`src/rtl/rts_flow_pkg.sv`:
```
package rts_flow_pkg;
  // Compare strobes passed from the level datapath to the flow control
  typedef struct packed {
    logic atUpper;  // fill at or above pause threshold
    logic atLower;  // fill at or below resume threshold
    logic atTrig;   // fill at or above clamped trigger
  } flowCmp_t;
endpackage

```
`src/rtl/rts_level_cmp.sv`:
```
module rts_level_cmp
  import rts_flow_pkg::*;
#(
  parameter int DEPTH = 64,
  parameter int BAND  = 8,
  parameter int CNT_W = $clog2(DEPTH + 1)
) (
  input  logic [CNT_W-1:0] fillLevel,
  input  logic [CNT_W-1:0] trigLevel,
  output flowCmp_t         cmp
);
  localparam int EXT_W = CNT_W + 1;
  localparam logic [EXT_W-1:0] DEPTH_X = EXT_W'(DEPTH);
  localparam logic [EXT_W-1:0] BAND_X  = EXT_W'(BAND);

  logic [EXT_W-1:0] fillX, trigX, trigClamp, upperSum, upperThr, lowerThr;

  always_comb begin
    fillX     = {1'b0, fillLevel};
    trigX     = {1'b0, trigLevel};
    trigClamp = (trigX > DEPTH_X) ? DEPTH_X : trigX;
    upperSum  = trigClamp + BAND_X;
    upperThr  = (upperSum > DEPTH_X) ? DEPTH_X : upperSum;
  end

  generate
    if (BAND == 0) begin : g_noBand
      assign lowerThr = trigClamp;
    end else begin : g_band
      assign lowerThr = (trigClamp < BAND_X) ? '0 : trigClamp - BAND_X;
    end
  endgenerate

  always_comb begin
    cmp.atUpper = (fillX >= upperThr);
    cmp.atLower = (fillX <= lowerThr);
    cmp.atTrig  = (fillX >= trigClamp);
  end
endmodule

```
`src/rtl/rts_flow_ctrl.sv`:
```
module rts_flow_ctrl
  import rts_flow_pkg::*;
(
  input  logic     clk,
  input  logic     rstN,
  input  logic     featEn,
  input  logic     rtsCtl,
  input  flowCmp_t cmp,
  output logic     rtsN,
  output logic     rxTrigHit
);
  logic autoOn;
  logic pausedQ, pausedNext;

  always_comb begin
    autoOn = featEn & rtsCtl;
    if (cmp.atUpper)      pausedNext = 1'b1;
    else if (cmp.atLower) pausedNext = 1'b0;
    else                  pausedNext = pausedQ;
  end

  always_ff @(posedge clk or negedge rstN) begin
    if (!rstN) begin
      pausedQ   <= 1'b0;
      rtsN      <= 1'b1;
      rxTrigHit <= 1'b0;
    end else begin
      pausedQ   <= autoOn ? pausedNext : 1'b0;
      rtsN      <= autoOn ? pausedNext : ~rtsCtl;
      rxTrigHit <= cmp.atTrig;
    end
  end
endmodule

```
`src/rtl/rts_auto_flow.sv`:
```
module rts_auto_flow
  import rts_flow_pkg::*;
#(
  parameter int DEPTH = 64,
  parameter int BAND  = 8,
  parameter int CNT_W = $clog2(DEPTH + 1)
) (
  input  logic             clk,
  input  logic             rstN,
  input  logic [CNT_W-1:0] fillLevel,
  input  logic [CNT_W-1:0] trigLevel,
  input  logic             featEn,
  input  logic             rtsCtl,
  output logic             rtsN,
  output logic             rxTrigHit
);
  flowCmp_t cmpFlags;

  rts_level_cmp #(.DEPTH(DEPTH), .BAND(BAND), .CNT_W(CNT_W)) u_cmp (
    .fillLevel(fillLevel),
    .trigLevel(trigLevel),
    .cmp      (cmpFlags)
  );

  rts_flow_ctrl u_ctrl (
    .clk      (clk),
    .rstN     (rstN),
    .featEn   (featEn),
    .rtsCtl   (rtsCtl),
    .cmp      (cmpFlags),
    .rtsN     (rtsN),
    .rxTrigHit(rxTrigHit)
  );
endmodule

```
`config.mk`:
```
export PLATFORM = sky130hd
export DESIGN_NAME = rts_auto_flow
export DESIGN_NICKNAME = d
export VERILOG_FILES = /design/src/rtl/rts_flow_pkg.sv /design/src/rtl/rts_level_cmp.sv /design/src/rtl/rts_flow_ctrl.sv /design/src/rtl/rts_auto_flow.sv
export SDC_FILE = /design/constraint.sdc
export NUM_CORES = 1
export LEC_CHECK = 0
export BUFFER_PORTS_ARGS = -buffer_cell sky130_fd_sc_hd__buf_2
export CAP_MARGIN = 30
export CORE_MARGIN = 2
export CORE_UTILIZATION = 53
export CTS_BUF_LIST = sky130_fd_sc_hd__clkbuf_2
export DETAILED_ROUTE_END_ITERATION = 8
export GPL_TIMING_DRIVEN = 0
export PLACE_DENSITY_LB_ADDON = 0.1
export SLEW_MARGIN = 20
export SYNTH_ARGS = -nofsm -noshare
export SYNTH_HDL_FRONTEND = slang
export SYNTH_SLANG_ARGS = --single-unit
```
`constraint.sdc`:
```
create_clock -name clk -period 1.3 [get_ports clk]
set_input_delay 0.26 -clock clk [delete_from_list [all_inputs] [get_ports clk]]
set_output_delay 0.26 -clock clk [all_outputs]
set_load 0.02 [all_outputs]
```
# Word level (Yosys, flattened, before mapping)
# Index checks and enable logic that the tools add are counted.
# word_totals
register_bits	3
word_cells	20
# classes
bitwise	2
magnitude_cmp	6
n_addsub	2
mux	7
# op_table
op	count
7-bit by 8-bit >= comparator with 1-bit output	2
8-bit two-way mux	2
8-bit by 4-bit adder with 8-bit output, second input constant	1
8-bit by 7-bit greater-than comparator with 1-bit output, second input constant	1
7-bit by 8-bit <= comparator with 1-bit output	1
8-bit by 4-bit < comparator with 1-bit output, second input constant	1
8-bit by 4-bit subtractor with 8-bit output, second input constant	1
7-bit greater-than comparator, second input constant	1
7-bit two-way mux	1
1-bit two-way mux	4
1-bit bitwise AND	1
1-bit NOT	1

# Logic depth before layout (Yosys ltp)
# logic_depth
depth_word	8
ltp_mapped	12
mapped_depth_nobuf	12

# Cells and area by module
# From an unflattened synthesis, not the netlist that was laid out.
# unflattened
cells_unflattened	95
hier_area_um2	758.2
# by_module_without_submodules
module	area_per_inst_um2	cells_each	n_inst
rts_level_cmp	650.6	87	1
rts_flow_ctrl	107.6	8	1

# Worst setup path before layout
# No wires, ideal clock.
# synth_path
path_kind	input -> register
startpoint	input trigLevel[3]
endpoint	register u_ctrl.pausedQ
t_required_ns	1.169
setup_slack_ns	-0.818
path_buffers	1
path_stages	9
t_arrival_ns	1.987
setup_ns	0.131
path_cell_list	buf_2 > nand2_1 > ha_1 > a21o_1 > ha_1 > and3_4 > a221oi_1 > o221a_2 > o32ai_1
# synth_via
elab_chain_cells	8
elab_cells_between_ends	13
cone_classes	add/sub (2); order compare (5); mux (6)
# synth_lines
element	line	text
from (decl)	rts_auto_flow.sv:11	input logic [CNT_W-1:0] trigLevel,
7-bit greater-than comparator	rts_level_cmp.sv:21	trigClamp = (trigX > DEPTH_X) ? DEPTH_X : trigX;
7-bit two-way mux *	rts_level_cmp.sv:21	
8-bit by 4-bit adder with 8-bit output, or another cell as far along	rts_level_cmp.sv:22	upperSum = trigClamp + BAND_X;
8-bit by 7-bit greater-than comparator with 1-bit output / 8-bit two-way mux (equally long branches)	rts_level_cmp.sv:23, rts_level_cmp.sv:30	
8-bit two-way mux / 7-bit by 8-bit <= comparator with 1-bit output (equally long branches)	rts_level_cmp.sv:23, rts_level_cmp.sv:36	
7-bit by 8-bit >= comparator with 1-bit output / 1-bit two-way mux (equally long branches)	rts_level_cmp.sv:35, rts_flow_ctrl.sv:18	
1-bit two-way mux *	rts_flow_ctrl.sv:17	if (cmp.atUpper) pausedNext = 1'b1;
1-bit two-way mux *	rts_flow_ctrl.sv:28	pausedQ <= autoOn ? pausedNext : 1'b0;
to (signal assigned)	rts_flow_ctrl.sv:28	
to (decl)	rts_flow_ctrl.sv:13	logic pausedQ, pausedNext;
# Every way passes the cells marked *; elsewhere a longest branch is shown, timed or not.

# Final worst setup path
# layout_path
startpoint	input trigLevel[6]
endpoint	register u_ctrl.rtsN
# layout_via
elab_chain_cells	8
elab_cells_between_ends	13
cone_classes	add/sub (2); order compare (5); mux (6)
# layout_lines
element	line	text
7-bit greater-than comparator	rts_level_cmp.sv:21	
7-bit two-way mux *	rts_level_cmp.sv:21	
8-bit by 4-bit adder with 8-bit output, or another cell as far along	rts_level_cmp.sv:22	
8-bit by 7-bit greater-than comparator with 1-bit output / 8-bit two-way mux (equally long branches)	rts_level_cmp.sv:23, rts_level_cmp.sv:30	
8-bit two-way mux / 7-bit by 8-bit <= comparator with 1-bit output (equally long branches)	rts_level_cmp.sv:23, rts_level_cmp.sv:36	
7-bit by 8-bit >= comparator with 1-bit output / 1-bit two-way mux (equally long branches)	rts_level_cmp.sv:35, rts_flow_ctrl.sv:18	
1-bit two-way mux *	rts_flow_ctrl.sv:17	
1-bit two-way mux *	rts_flow_ctrl.sv:29	rtsN <= autoOn ? pausedNext : ~rtsCtl;
to (signal assigned)	rts_flow_ctrl.sv:29	
to (decl)	rts_flow_ctrl.sv:9	output logic rtsN,
# Marks and branches as above.

==> flow_summary.ini <==
[run_status]
outcome = finished with violations
violations = setup timing

[global_route]
grt_pass1_wl_mm = 4.51
grt_antenna_before_repair = 0
track_usage = 0.338
grt_pass1_vias = 870
overflow = 0
grt_max_degree = 11

[finish]
area_growth_pct = 56.0
layout.nets = 168
layout-drive-gt1-share = 0.476
final_cell_area_sq_um = 1220
multi_input_area_sq_um = 856
antenna_cells = 0
seq_area_sq_um = 76.3
n_fill_cell = 60

[clock_network]
clockRootBuffer = clkbuf_2
ctsLongestPathBuffers = 2
cts_tree = yes
clk_latency_ns = 0.27
cts_sinks = 3
numCtsBuffers = 3
clk_pin_slew_worst_paths_ns = 0.05
h-tree-depth = 1

[placed_design]
dp_hpwl_mm = 1.61
routabilityCongestion = 0.770
pre_cts_slack_ns = -1.03
place.port_buffers = 16
placed_area_sq_um = 963

[synth]
synth_top_area_share = 0.368
synthCells = 97
synth_seq_cells = 3
synth-main-ff-cell = dfrtp_1
syn_nets = 138
synth-edff-count = 0
ys_seq_area_frac = 0.0976
netlist_top_cells_area = ha_1 37%, dfrtp_1 6.4%, nand2_1 5.8%
synth_largest_area_cell = ha_1
synth_area_sq_um = 782
async_flop_share = 1.00
yosys_warnings = 0
yosys.cell_types.count = 36
synth.avg_cell_area_sq_um = 8.06
yosysMostFrequentCell = ha_1
synthTopCellsByCount = 23 x ha_1, 12 x nand2_1, 8 x inv_1, 8 x nor2_1, 5 x o21ai_0

[drt]
wire_per_inst_um = 21.5
first_pass_iters = 5
viasPerCell = 6.60
routed_wl_mm = 3.03
drtAntennaViolNets = 0
drc = 0
drt_iter0_markers = 43
via_count = 931

[worst_setup_path]
crit_required_ns = 1.47
r2r_setup_slack_ns = 0.22
timing.critical_path.arrival_ns = 1.98
r2r-start = u_ctrl.pausedQ$_DFF_PN0_
critPathLaunchType = input pin
critPathKind = input pin to flop
worst_setup_path_end_kind = flop
path_max_fanout = 5
crit_start = trigLevel[6]

[sta]
fin_crit_sh = 1.39
rsz0062_at_grt = yes
fmax_ghz = 0.552
hold_viol = 0
finClkSkew_ns = 0.0179
drv_slew = 0
worst_slack_ns = -0.513
final.min_clock_period_ns = 1.81
setup_violations = 3

[die]
core_sq_um = 1330
die-area_sq_um = 1800
rows = 13
die_w_um = 42.4
fp.dieH_um = 42.4
initial_core_util = 0.586
io_pins = 20

[power_and_ir_drop]
p_leak_uw = 0.000553
irDropWorstVdd_v = 0.000469
cellPowerDensity_nw_per_um2 = 612

[worst_hold_path]
hold_path.class = input pin to flop
min-delay-start = rtsCtl

[run]
maxCapViolCount = 0
-- where the power goes --
group          internal, uW  switching [uW]
registers               105            2.55
logic                   216             251
clock network          81.3            90.4
total                   402             344
-- registers in the layout, summed over array words and instances, names as in the netlist --
signal            flops
u_ctrl.rtsN           1
u_ctrl.rxTrigHit      1
u_ctrl.pausedQ        1
-- layout make-up --
type                       count  share of cell area
multi-input combinational     82               0.702
timing repair buffer          25               0.135
sequential                     3              0.0626
inverter                       9              0.0400
buffer                         3              0.0287
clock buffer                   4              0.0164
tap                           15              0.0154
-- routing by layer --
layer | vias up | track usage | part of all wire
met5 | - | 0 | 0
met4 | 0 | 0.100 | 0.034
met3 | 14 | 0.0776 | 0.072
met2 | 65 | 0.569 | 0.49
met1 | 439 | 0.423 | 0.40
li1 | 413 | - | -
-- worst max-delay path, cell delays in order --
cell and delay [ns]:
buf_12 0.11, clkinv_8 0.07, nand2_8 0.06, ha_4 0.24
a21o_1 0.18, ha_4 0.27, and3_4 0.22, nand3_4 0.08
o221a_4 0.30, o221ai_2 0.18
-- path summary, 6_finish.rpt --
path,to,depth (start not counted)
worst min-delay path,u_ctrl.rtsN$_DFF_PN1_,2
worst min register to register,u_ctrl.pausedQ$_DFF_PN0_,4
worst max-delay path,u_ctrl.rtsN$_DFF_PN1_,10
max in group asynchronous,u_ctrl.rtsN$_DFF_PN1_,2
min in group asynchronous,u_ctrl.pausedQ$_DFF_PN0_,2
worst max register to register,u_ctrl.rtsN$_DFF_PN1_,4
-- per-stage QoR --
| stage | setup TNS [ns] | instances | hold WS (ns) | power, uW | util |
|---|---|---|---|---|---|
| 2_1_floorplan | -1.13 | 97 | -0.0356 | 335 | - |
| 3_3_place_gp | -2.06 | 128 | 0.0537 | 416 | 0.722 |
| 3_5_place_dp | -2.29 | 128 | 0.0578 | 430 | 0.722 |
| 4_1_cts | -1.00 | 140 | 0.242 | 670 | 0.875 |
| 5_1_grt | -1.27 | 141 | 0.240 | 778 | 0.915 |
| 6_report | -1.14 | 141 | 0.236 | 746 | 0.915 |
-- cell families after synthesis --
family / share of synthesized area
AOI/OAI and AO/OA: 0.282
adders and majority gates: 0.368
buffers and inverters: 0.0704
DFF: 0.0976
other: 0.00480
and+or+nand+nor: 0.178
-- cell usage in the layout (no fill, tap or decap), types with 3 or more instances in the layout --
cell type	netlist	layout
ha_1	23	16
buf_2	2	16
buf_4	0	8
a21oi_1	3	3
ha_4	0	7
nand2_1	12	10
inv_1	8	5
a21o_1	4	4
o21ai_1	1	3
nor2_1	8	7
clkbuf_2	0	4
-- timing repair --
item / in CTS / in global routing
setup buffers: 7 / 1
setup endpoints to repair: 2 / 3
pin swaps: 13 / 13
hold buffers: 1 / 0
endpoints found under the hold margin: 3 / 0
gates resized for setup: 21 / 9
Note: power is estimated with default switching activity, not from simulation.
